===== config.mk =====
export PLATFORM = sky130hd
export DESIGN_NAME = bus_req_park
export DESIGN_NICKNAME = d
export VERILOG_FILES = /design/src/rtl/brq_pkg.sv /design/src/rtl/brq_datapath.sv /design/src/rtl/brq_control.sv /design/src/rtl/bus_req_park.sv
export SDC_FILE = /design/constraint.sdc
export NUM_CORES = 1
export LEC_CHECK = 0
export BUFFER_PORTS_ARGS = -buffer_cell sky130_fd_sc_hd__buf_2
export CORE_AREA = 2 2 39 41
export CTS_CLUSTER_SIZE = 16
export DETAILED_ROUTE_END_ITERATION = 16
export DIE_AREA = 0 0 41 43
export GPL_TIMING_DRIVEN = 0
export RECOVER_POWER = 100
export SLEW_MARGIN = 0
export SYNTH_ARGS = -nofsm -noshare
export SYNTH_HDL_FRONTEND = slang
export SYNTH_SLANG_ARGS = --single-unit

===== constraint.sdc =====
create_clock -name clk -period 1.6 [get_ports clk]
set_input_delay 0 -clock clk [delete_from_list [all_inputs] [get_ports clk]]
set_output_delay 0 -clock clk [all_outputs]
set_load 0.05 [all_outputs]

===== src/rtl/brq_pkg.sv =====
package brq_pkg;

  // Strobes from control to datapath
  typedef struct packed {
    logic loadBackoff;
  } brqStrobe_t;

  // Conditions reported by the datapath to control
  typedef struct packed {
    logic workReady;
    logic grantSeen;
    logic backoffBusy;
  } brqStatus_t;

endpackage


===== src/rtl/brq_datapath.sv =====
module brq_datapath
  import brq_pkg::*;
#(
  parameter int CNT_W          = 4,
  parameter int BACKOFF_CYCLES = 2
) (
  input  logic             clk,
  input  logic             rstN,
  input  logic [CNT_W-1:0] pendCount,
  input  logic             queuedDone,
  input  logic             gntN,
  input  brqStrobe_t       strobe,
  output brqStatus_t       status
);

  localparam int BO_W = $clog2(BACKOFF_CYCLES + 1);
  localparam logic [BO_W-1:0] BO_LOAD = BO_W'(BACKOFF_CYCLES - 1);

  logic            grantQ;
  logic [BO_W-1:0] boCnt;

  // Grant is registered before any decision uses it
  always_ff @(posedge clk or negedge rstN) begin
    if (!rstN) grantQ <= 1'b0;
    else       grantQ <= ~gntN;
  end

  // Back-off counter: the terminating cycle itself blocks via control,
  // the counter covers the remaining cycles of the window.
  always_ff @(posedge clk or negedge rstN) begin
    if (!rstN)                   boCnt <= '0;
    else if (strobe.loadBackoff) boCnt <= BO_LOAD;
    else if (boCnt != '0)        boCnt <= boCnt - 1'b1;
  end

  always_comb begin
    status.workReady   = queuedDone && (pendCount != '0);
    status.grantSeen   = grantQ;
    status.backoffBusy = (boCnt != '0);
  end

endmodule


===== src/rtl/brq_control.sv =====
module brq_control
  import brq_pkg::*;
(
  input  logic       clk,
  input  logic       rstN,
  input  brqStatus_t status,
  input  logic       xferDone,
  input  logic       termRetry,
  input  logic       termDisc,
  input  logic       termAbort,
  output brqStrobe_t strobe,
  output logic       reqOn,
  output logic       startPulse,
  output logic       parkEn
);

  logic busyQ, reqOnQ, parkQ, startQ;
  logic termNow, endNow, startNow, parkStart;
  logic reqOnNext, parkNext, busyNext;

  always_comb begin
    termNow   = busyQ && (termRetry || termDisc || termAbort);
    endNow    = busyQ && xferDone;
    startNow  = !busyQ && status.workReady && !status.backoffBusy &&
                status.grantSeen && (reqOnQ || parkQ);
    parkStart = startNow && !reqOnQ;
    reqOnNext = status.workReady && !termNow && !status.backoffBusy && !parkStart;
    parkNext  = status.grantSeen && !busyQ && !startNow && !reqOnNext && !reqOnQ;
    if (startNow)             busyNext = 1'b1;
    else if (termNow || endNow) busyNext = 1'b0;
    else                      busyNext = busyQ;
    strobe.loadBackoff = termNow;
  end

  always_ff @(posedge clk or negedge rstN) begin
    if (!rstN) begin
      busyQ  <= 1'b0;
      reqOnQ <= 1'b0;
      parkQ  <= 1'b0;
      startQ <= 1'b0;
    end else begin
      busyQ  <= busyNext;
      reqOnQ <= reqOnNext;
      parkQ  <= parkNext;
      startQ <= startNow;
    end
  end

  assign reqOn      = reqOnQ;
  assign startPulse = startQ;
  assign parkEn     = parkQ;

endmodule


===== src/rtl/bus_req_park.sv =====
module bus_req_park
  import brq_pkg::*;
#(
  parameter int CNT_W          = 4,
  parameter int BACKOFF_CYCLES = 2
) (
  input  logic             clk,
  input  logic             rstN,
  input  logic [CNT_W-1:0] pendCount,
  input  logic             queuedDone,
  input  logic             gntN,
  input  logic             xferDone,
  input  logic             termRetry,
  input  logic             termDisc,
  input  logic             termAbort,
  output logic             reqN,
  output logic             startPulse,
  output logic             parkEn
);

  brqStrobe_t strobe;
  brqStatus_t status;
  logic       reqOn;

  brq_datapath #(
    .CNT_W(CNT_W),
    .BACKOFF_CYCLES(BACKOFF_CYCLES)
  ) u_datapath (
    .clk(clk),
    .rstN(rstN),
    .pendCount(pendCount),
    .queuedDone(queuedDone),
    .gntN(gntN),
    .strobe(strobe),
    .status(status)
  );

  brq_control u_control (
    .clk(clk),
    .rstN(rstN),
    .status(status),
    .xferDone(xferDone),
    .termRetry(termRetry),
    .termDisc(termDisc),
    .termAbort(termAbort),
    .strobe(strobe),
    .reqOn(reqOn),
    .startPulse(startPulse),
    .parkEn(parkEn)
  );

  assign reqN = ~reqOn;

endmodule


==> After elaboration in Yosys (flattened, before gate mapping) <==
Index checks and enable logic that the tools add are counted.
{ "word_totals": {"mem_bits_ro": 0, "out_inout_bits": 3, "ramBits": 0, "latchBits": 0, "reg_bits": 7, "n_memories": 0, "wordCells": 43} }
{ "op_classes": {"shift": 0, "n_mul": 0, "add_sub_neg": 1, "n_bitwise": 2, "div_mod_pow": 0, "muxes": 4, "order_cmp": 0, "n_eq_ne": 0, "n_reduce_logical": 30} }
{ "ops": {"columns": ["operator", "count"], "rows": [
  ["1-bit logical AND", 15],
  ["1-bit logical NOT", 7],
  ["2-bit nonzero test", 3],
  ["1-bit logical OR", 4],
  ["2-bit 2-to-1 mux", 2],
  ["4-bit nonzero test", 1],
  ["1-bit 2-to-1 mux", 2],
  ["1-bit inverter", 2],
  ["2-bit by 1-bit subtractor with 2-bit output, second input constant", 1]
]} }

==> Logic depth before layout (Yosys ltp) <==
Gate-level depths: netlist (run 1).
{ "logic_depth": {"depth_word": 12, "depth_mapped": 5, "ltp_nobuf": 5} }

==> Hierarchy <==
From an unflattened synthesis (run 1), not the netlist that was laid out.
{ "hier_totals": {"cells_unflattened": 30, "area_unflattened_um2": 332.8} }
{ "by_module_without_submodules": {"columns": ["module", "n_inst", "area_each_um2", "seq_area_each_um2", "cells_each"], "rows": [
  ["brq_control", 1, 178.9, 100.1, 15],
  ["brq_datapath", 1, 150.1, 75.1, 14],
  ["bus_req_park", 1, 3.8, 0.0, 1]
]} }

==> Least setup slack after synthesis (run 1) <==
OpenSTA, ideal clock, no wires.
{ "synth_timing": {"path_kind": "reg-to-reg", "from": "register u_datapath.boCnt[0]", "to": "register u_control.busyQ", "required_ps": 1534, "arrival_ps": 1110, "path_stages_with_launch": 6, "n_path_buf": 0, "setup_slack_ps": 424, "setup_time_ps": 66, "path_cell_list": "dfrtp_1 > inv_1 > ha_1 > nand2_2 > nor4_2 > a31o_1"} }
{ "synth_between": {"elab_chain_cells": 6, "word_cells_on_any_way": 7, "classes_between": "1 x mux; 6 x reduce/logical"} }
{ "synth_lines": {"columns": ["item", "line_no", "text"], "rows": [
  ["start: declaration", "brq_datapath.sv:20", "logic [BO_W-1:0] boCnt;"],
  ["start signal: assignment", "brq_datapath.sv:33", "else if (boCnt != '0) boCnt <= boCnt - 1'b1;"],
  ["2-bit nonzero test", "brq_datapath.sv:39", "status.backoffBusy = (boCnt != '0);"],
  ["1-bit logical NOT", "brq_control.sv:24", "startNow = !busyQ && status.workReady && !status.backoffBusy &&"],
  ["1-bit logical AND (2 in a row)", "brq_control.sv:24", null],
  ["1-bit logical AND", "brq_control.sv:25", "status.grantSeen && (reqOnQ || parkQ);"],
  ["1-bit 2-to-1 mux", "brq_control.sv:29", "if (startNow) busyNext = 1'b1;"],
  ["via u_control.busyNext", "brq_control.sv:19", "logic reqOnNext, parkNext, busyNext;"],
  ["end signal: assignment", "brq_control.sv:42", "busyQ <= busyNext;"],
  ["end: declaration", "brq_control.sv:17", "logic busyQ, reqOnQ, parkQ, startQ;"]
]} }
The timed path passes the listed nets, and every way through them passes these cells.
A chain may end at the register's enable or synchronous reset.

==> Final worst setup path (run 1) <==
Ends and elaborated chain as after synthesis.

==> reports/qor.yml, run 1 <==
outcome: "finished clean"
path_class: "flop to flop"
timing.final.crit_share_pct: 85.6
syn_avg_cell_area_um2: 10.9
die-area_mm2: 0.00176
whs_ns: 0.0352
drv_slew: 0
grt-ovfl-total: 0
htreeDepth: 1
post_cts_buffers: 0
final_net_count: 64
viasPerCell: 4.05
grt_max_degree: 8
hold_violations: 0
wl_per_cell_um: 8.26
core_mm2: 0.00138
numCtsBuffers: 3
cp-startpoint: "u_datapath.boCnt[0]"
cellLeakagePower_uw: 0.000223
drt_pass1_iterations: 4
area_delta_synth_final_pct: 37.5
num_io_pins: 15
floorplan.rows: 14
cts_root_buffer: "clkbuf_4"
relSlewSlack_pct: 60.4
finalWirelength_um: 545
drt-initial-drc-count: 3
antenna_found_initial: 0
multi_input_area_um2: 124
grt_pass1_wl_um: 883
grtUsageTotal_pct: 8.41
gp_congestion: 0.596
post-route-min-period_ns: 1.37
seq_area_frac_synth_pct: 53.6
fin_skew_ns: 0.00879
worstSetupEndpointType: "flop"
maxCapViolations: 0
min-delay-start: "queuedDone"
vdd_drop_max_uv: 631
numPortBuffers: 14
r2r-start: "u_datapath.boCnt[0]"
diodes: 0
register_area_um2: 175
yosys_register_bits: 7
synth_top_area_share_pct: 53.6
grt_pass1_vias: 227
rrSetupSlack_ns: 0.23
netlist_instances: 30
synthTopCellsByArea: "dfrtp_1 (54%), nor4_4 (6.5%), inv_1 (5.7%)"
drive_above_1_share_pct: 28.0
initial_core_util_pct: 23.6
powerDensity_mw_per_mm2: 1480
ys_warn_count: 0
insertion_delay_ns: 0.25
final_cell_mix: "buf_2 (10), dfrtp_1 (7), inv_1 (5), clkbuf_1 (5), nor2_1 (4)"
dieHeight_um: 43
setup_viol: 0
ant_nets: 0
die_w_um: 41
crit_chain: "inv_1 > ha_1 > nand2_1 > nor4_1 > a31o_1"
crit_fanout: 4
startpoint_type: "flop"
cts_tree: "built"
final_common_cell: "buf_2"
required_ns: 1.80
crit_family: "simple AND/OR/NAND/NOR gates"
netlist-cell-type-count: 15
final.fill_count: 141
cp.arrival_ns: 1.57
yosysTopAreaCell: "dfrtp_1"
max-clock-path-buffers: 2
rsz0062_at_grt: "false"
clk_pin_slew_ns: 0.06
worstMarginPinSlew_ns: 0.597
finalSetupTns_ns: 0
hold_path.class: "input port to flop"
syn_nets: 43
clock-sinks: 7
crit_slowest_cell: "nor4_1"
vias: 267
netlist_area_um2: 327
hpwl_um: 420
drc_errors: 0
max_freq_mhz: 730
path_buf_inv: 1
crit_path_max_incr_delay_ns: 0.40
==> state kept, by name (all words and copies together) (netlist names) <==
name	flops
u_datapath.boCnt	2
u_control.busyQ	1
u_control.parkEn	1
u_control.reqOn	1
u_control.startPulse	1
u_datapath.grantQ	1
==> cell families after synthesis <==
logic type	share of synthesized area [%]
buffers and inverters	5.75
adders and majority gates	3.83
xor gates and xnor gates	2.68
and+or+nand+nor	29.9
DFF	53.6
AOI/OAI and AO/OA	4.21
==> cells in the mapped netlist (all sizes together) <==
master,count
nand2b,2
ha,1
a21oi,1
nor4,3
nor3,2
inv,5
dfrtp,7
nor3b,1
nor2,4
a31o,1
xor2,1
nand2,1
nor2b,1
==> stage by stage <==
stage / area (um^2) / setup slack [ns] / power [uW] / instances / utilization (%)
4_1_cts: 463 / 0.289 / 684 / 66 / 33.5
3_3_place_gp: 417 / 0.304 / 513 / 60 / 30.1
6_report: 449 / 0.230 / 663 / 66 / 32.5
5_1_grt: 449 / 0.116 / 715 / 66 / 32.5
2_1_floorplan: 327 / 0.424 / 458 / 30 / -
3_5_place_dp: 417 / 0.303 / 516 / 60 / 30.1
==> layer usage <==
layer	global-route usage, %	part of all wire (%)	up-vias
li1	-	-	138
met1	8.94	43	115
met2	10.0	43	10
met3	3.14	6.4	4
met4	12.0	7.2	0
met5	0	0	-
==> what timing repair did <==
item | in CTS | in global routing
hold buffers | 2 | 0
resized for setup | 0 | 0
endpoints found under the hold margin | 8 | 0
endpoints found under the setup margin | 0 | 0
==> final cells by class <==
class,count,area share [%]
inverter,5,4.18
sequential,7,39.0
timing repair buffer,16,18.9
clock buffer,4,5.85
multi-input combinational,18,27.6
tap,16,4.46
==> tightest hold or removal path: cells and delay by family <==
kind,cells,cell delay (ns)
and+or+nand+nor,2,0.15
buffers and inverters,1,0.09
==> final timing paths <==
check	endpoint	depth (start not counted)
setup / recovery	u_control.busyQ	5
hold / removal	u_control.reqOn	3
setup reg to reg	u_control.busyQ	5
hold reg to reg	u_control.parkEn	1
max in group asynchronous	u_datapath.boCnt[0]	2
min in group asynchronous	u_control.parkEn	2
==> power breakdown <==
part	internal (uW)	leakage [uW]	switching, uW
combinational	91.7	0.000119	157
clock	95.2	0.0000150	65.6
sequential	227	0.0000888	26.7
Note: power is estimated with default switching activity, not from simulation.
==> inputs of run 2 (changes only) <==
Settings changed: GPL_ROUTABILITY_DRIVEN set to 0, SETUP_SLACK_MARGIN set to 0.5.
==> run 2 against run 1 <==
- non-clock buffer count is 1 higher
- sequential share of layout area is 1.7 points lower
- die area stayed put
- first-iteration DRC count is 100% lower
- register-to-register slack better by 0.13 ns
- hold slack better by 0.016 ns
- routed wire length is 11% higher
- sequential power hardly changed
- clock power is 6% lower
- combinational power is 14% higher
- critical path type unchanged
==> reports/qor.yml, run 2 (same netlist as run 1, synthesis figures left out) <==
hold_violations: 0
utilization_pct: 34.2
startpoint_type: "flop"
r2r-start: "u_datapath.boCnt[0]"
finalWirelength_um: 606
worstSetupEndpointType: "flop"
timing.final.crit_share_pct: 77.2
post-route-min-period_ns: 1.24
holdPathEnd: "u_control.busyQ"
largest_reg_flops: 2
wl_per_cell_um: 9.04
die-area_mm2: 0.00176
initial_core_util_pct: 23.6
grt_max_degree: 8
powerDensity_mw_per_mm2: 1460
hpwl_um: 427
required_ns: 1.78
grt_pass1_wl_um: 1000
ant_nets: 0
maxCapViolations: 0
hold_path.class: "input port to flop"
numCtsBuffers: 3
final.fill_count: 154
numPortBuffers: 14
cts_root_buffer: "clkbuf_4"
viasPerCell: 4.06
drv_slew: 0
final_common_cell: "buf_2"
power_uw: 691
max-clock-path-buffers: 2
grtUsageTotal_pct: 9.06
grt_pass1_vias: 241
crit_fanout: 4
rsz0062_at_grt: "true"
whs_ns: 0.0510
vdd_drop_max_uv: 575
r2r_cells: 5
fin_cells: 67
diodes: 0
drc_errors: 0
cts_tree: "built"
area_delta_synth_final_pct: 44.8
htreeDepth: 1
drt-initial-drc-count: 0
final_net_count: 65
final_cell_mix: "buf_2 (10), dfrtp_1 (6), clkbuf_1 (5)"
post-place-cells: 60
relSlewSlack_pct: 60.6
grt-ovfl-total: 0
holdPathStages: 3
num_io_pins: 15
top_register: "u_datapath.boCnt"
path_class: "flop to flop"
r2r_end: "u_control.busyQ"
cp.arrival_ns: 1.42
die_w_um: 41
clk_pin_slew_ns: 0.05
drt_pass1_iterations: 1
vias: 272
core_mm2: 0.00138
dieHeight_um: 43
rrSetupSlack_ns: 0.36
setup_viol: 0
antenna_found_initial: 0
floorplan.rows: 14
worstMarginPinSlew_ns: 0.593
finalSetupTns_ns: 0
max_freq_mhz: 810
outcome: "finished clean"
min-delay-start: "xferDone"
fin_skew_ns: 0.00101
insertion_delay_ns: 0.24
clock-sinks: 7
cellLeakagePower_uw: 0.000225
drive_above_1_share_pct: 33.3
==> run 2: worst max-delay path, stage by stage, from the launching register on <==
cell and delay [ns]:
dfrtp_1 0.38, inv_1 0.06, ha_1 0.19, nand2_1 0.14, nor4_4 0.27, a31o_1 0.13
==> run 2: power breakdown <==
part	switching [uW]	total, uW	internal [uW]
Sequential	27.2	255	228
Clock	57.3	152	94.7
Combinational	176	284	108
Total	261	691	430
==> run 2: per-layer routing <==
| layer | vias to the layer above | global-route usage, % | share of wire (%) |
|---|---|---|---|
| met2 | 10 | 14.4 | 53 |
| met4 | 0 | 4.00 | 0 |
| met3 | 0 | 3.14 | 7.1 |
| met5 | - | 0 | 0 |
| met1 | 120 | 10.4 | 40 |
| li1 | 142 | - | - |
==> run 2: what timing repair did <==
item / in CTS / in global routing
hold buffers: 2 / 0
endpoints found under the hold margin: 8 / 0
setup endpoints to repair: 2 / 5
pin swaps: 1 / 2
gates resized for setup: 1 / 4
buffers inserted: 0 / 1
==> run 2: worst max-delay path by stage <==
stage	start	end	slack (ns)
2_1_floorplan	u_control.parkEn	u_control.busyQ	0.53
3_3_place_gp	u_datapath.boCnt[0]	u_control.busyQ	0.46
3_5_place_dp	u_datapath.boCnt[0]	u_control.busyQ	0.47
4_1_cts	u_datapath.boCnt[0]	u_control.busyQ	0.48
5_1_grt	u_datapath.boCnt[1]	u_control.busyQ	0.25
6_report	u_datapath.boCnt[0]	u_control.busyQ	0.36
==> run 2: layout make-up <==
class | count | area [um^2] | share of cell area [%]
flip-flops and latches | 7 | 176 | 37.3
clock buffers | 4 | 26.3 | 5.56
multi-input cells | 18 | 139 | 29.4
inverters | 5 | 18.8 | 3.97
repair buffers | 17 | 92.6 | 19.6
well taps | 16 | 20.0 | 4.23
==> run 2: metrics by stage <==
step	setup WS, ns	instance area, um^2
finish	0.365	473
global route	0.252	473
CTS	0.483	475
detailed placement	0.467	420
global placement	0.458	420
floorplan	0.534	330
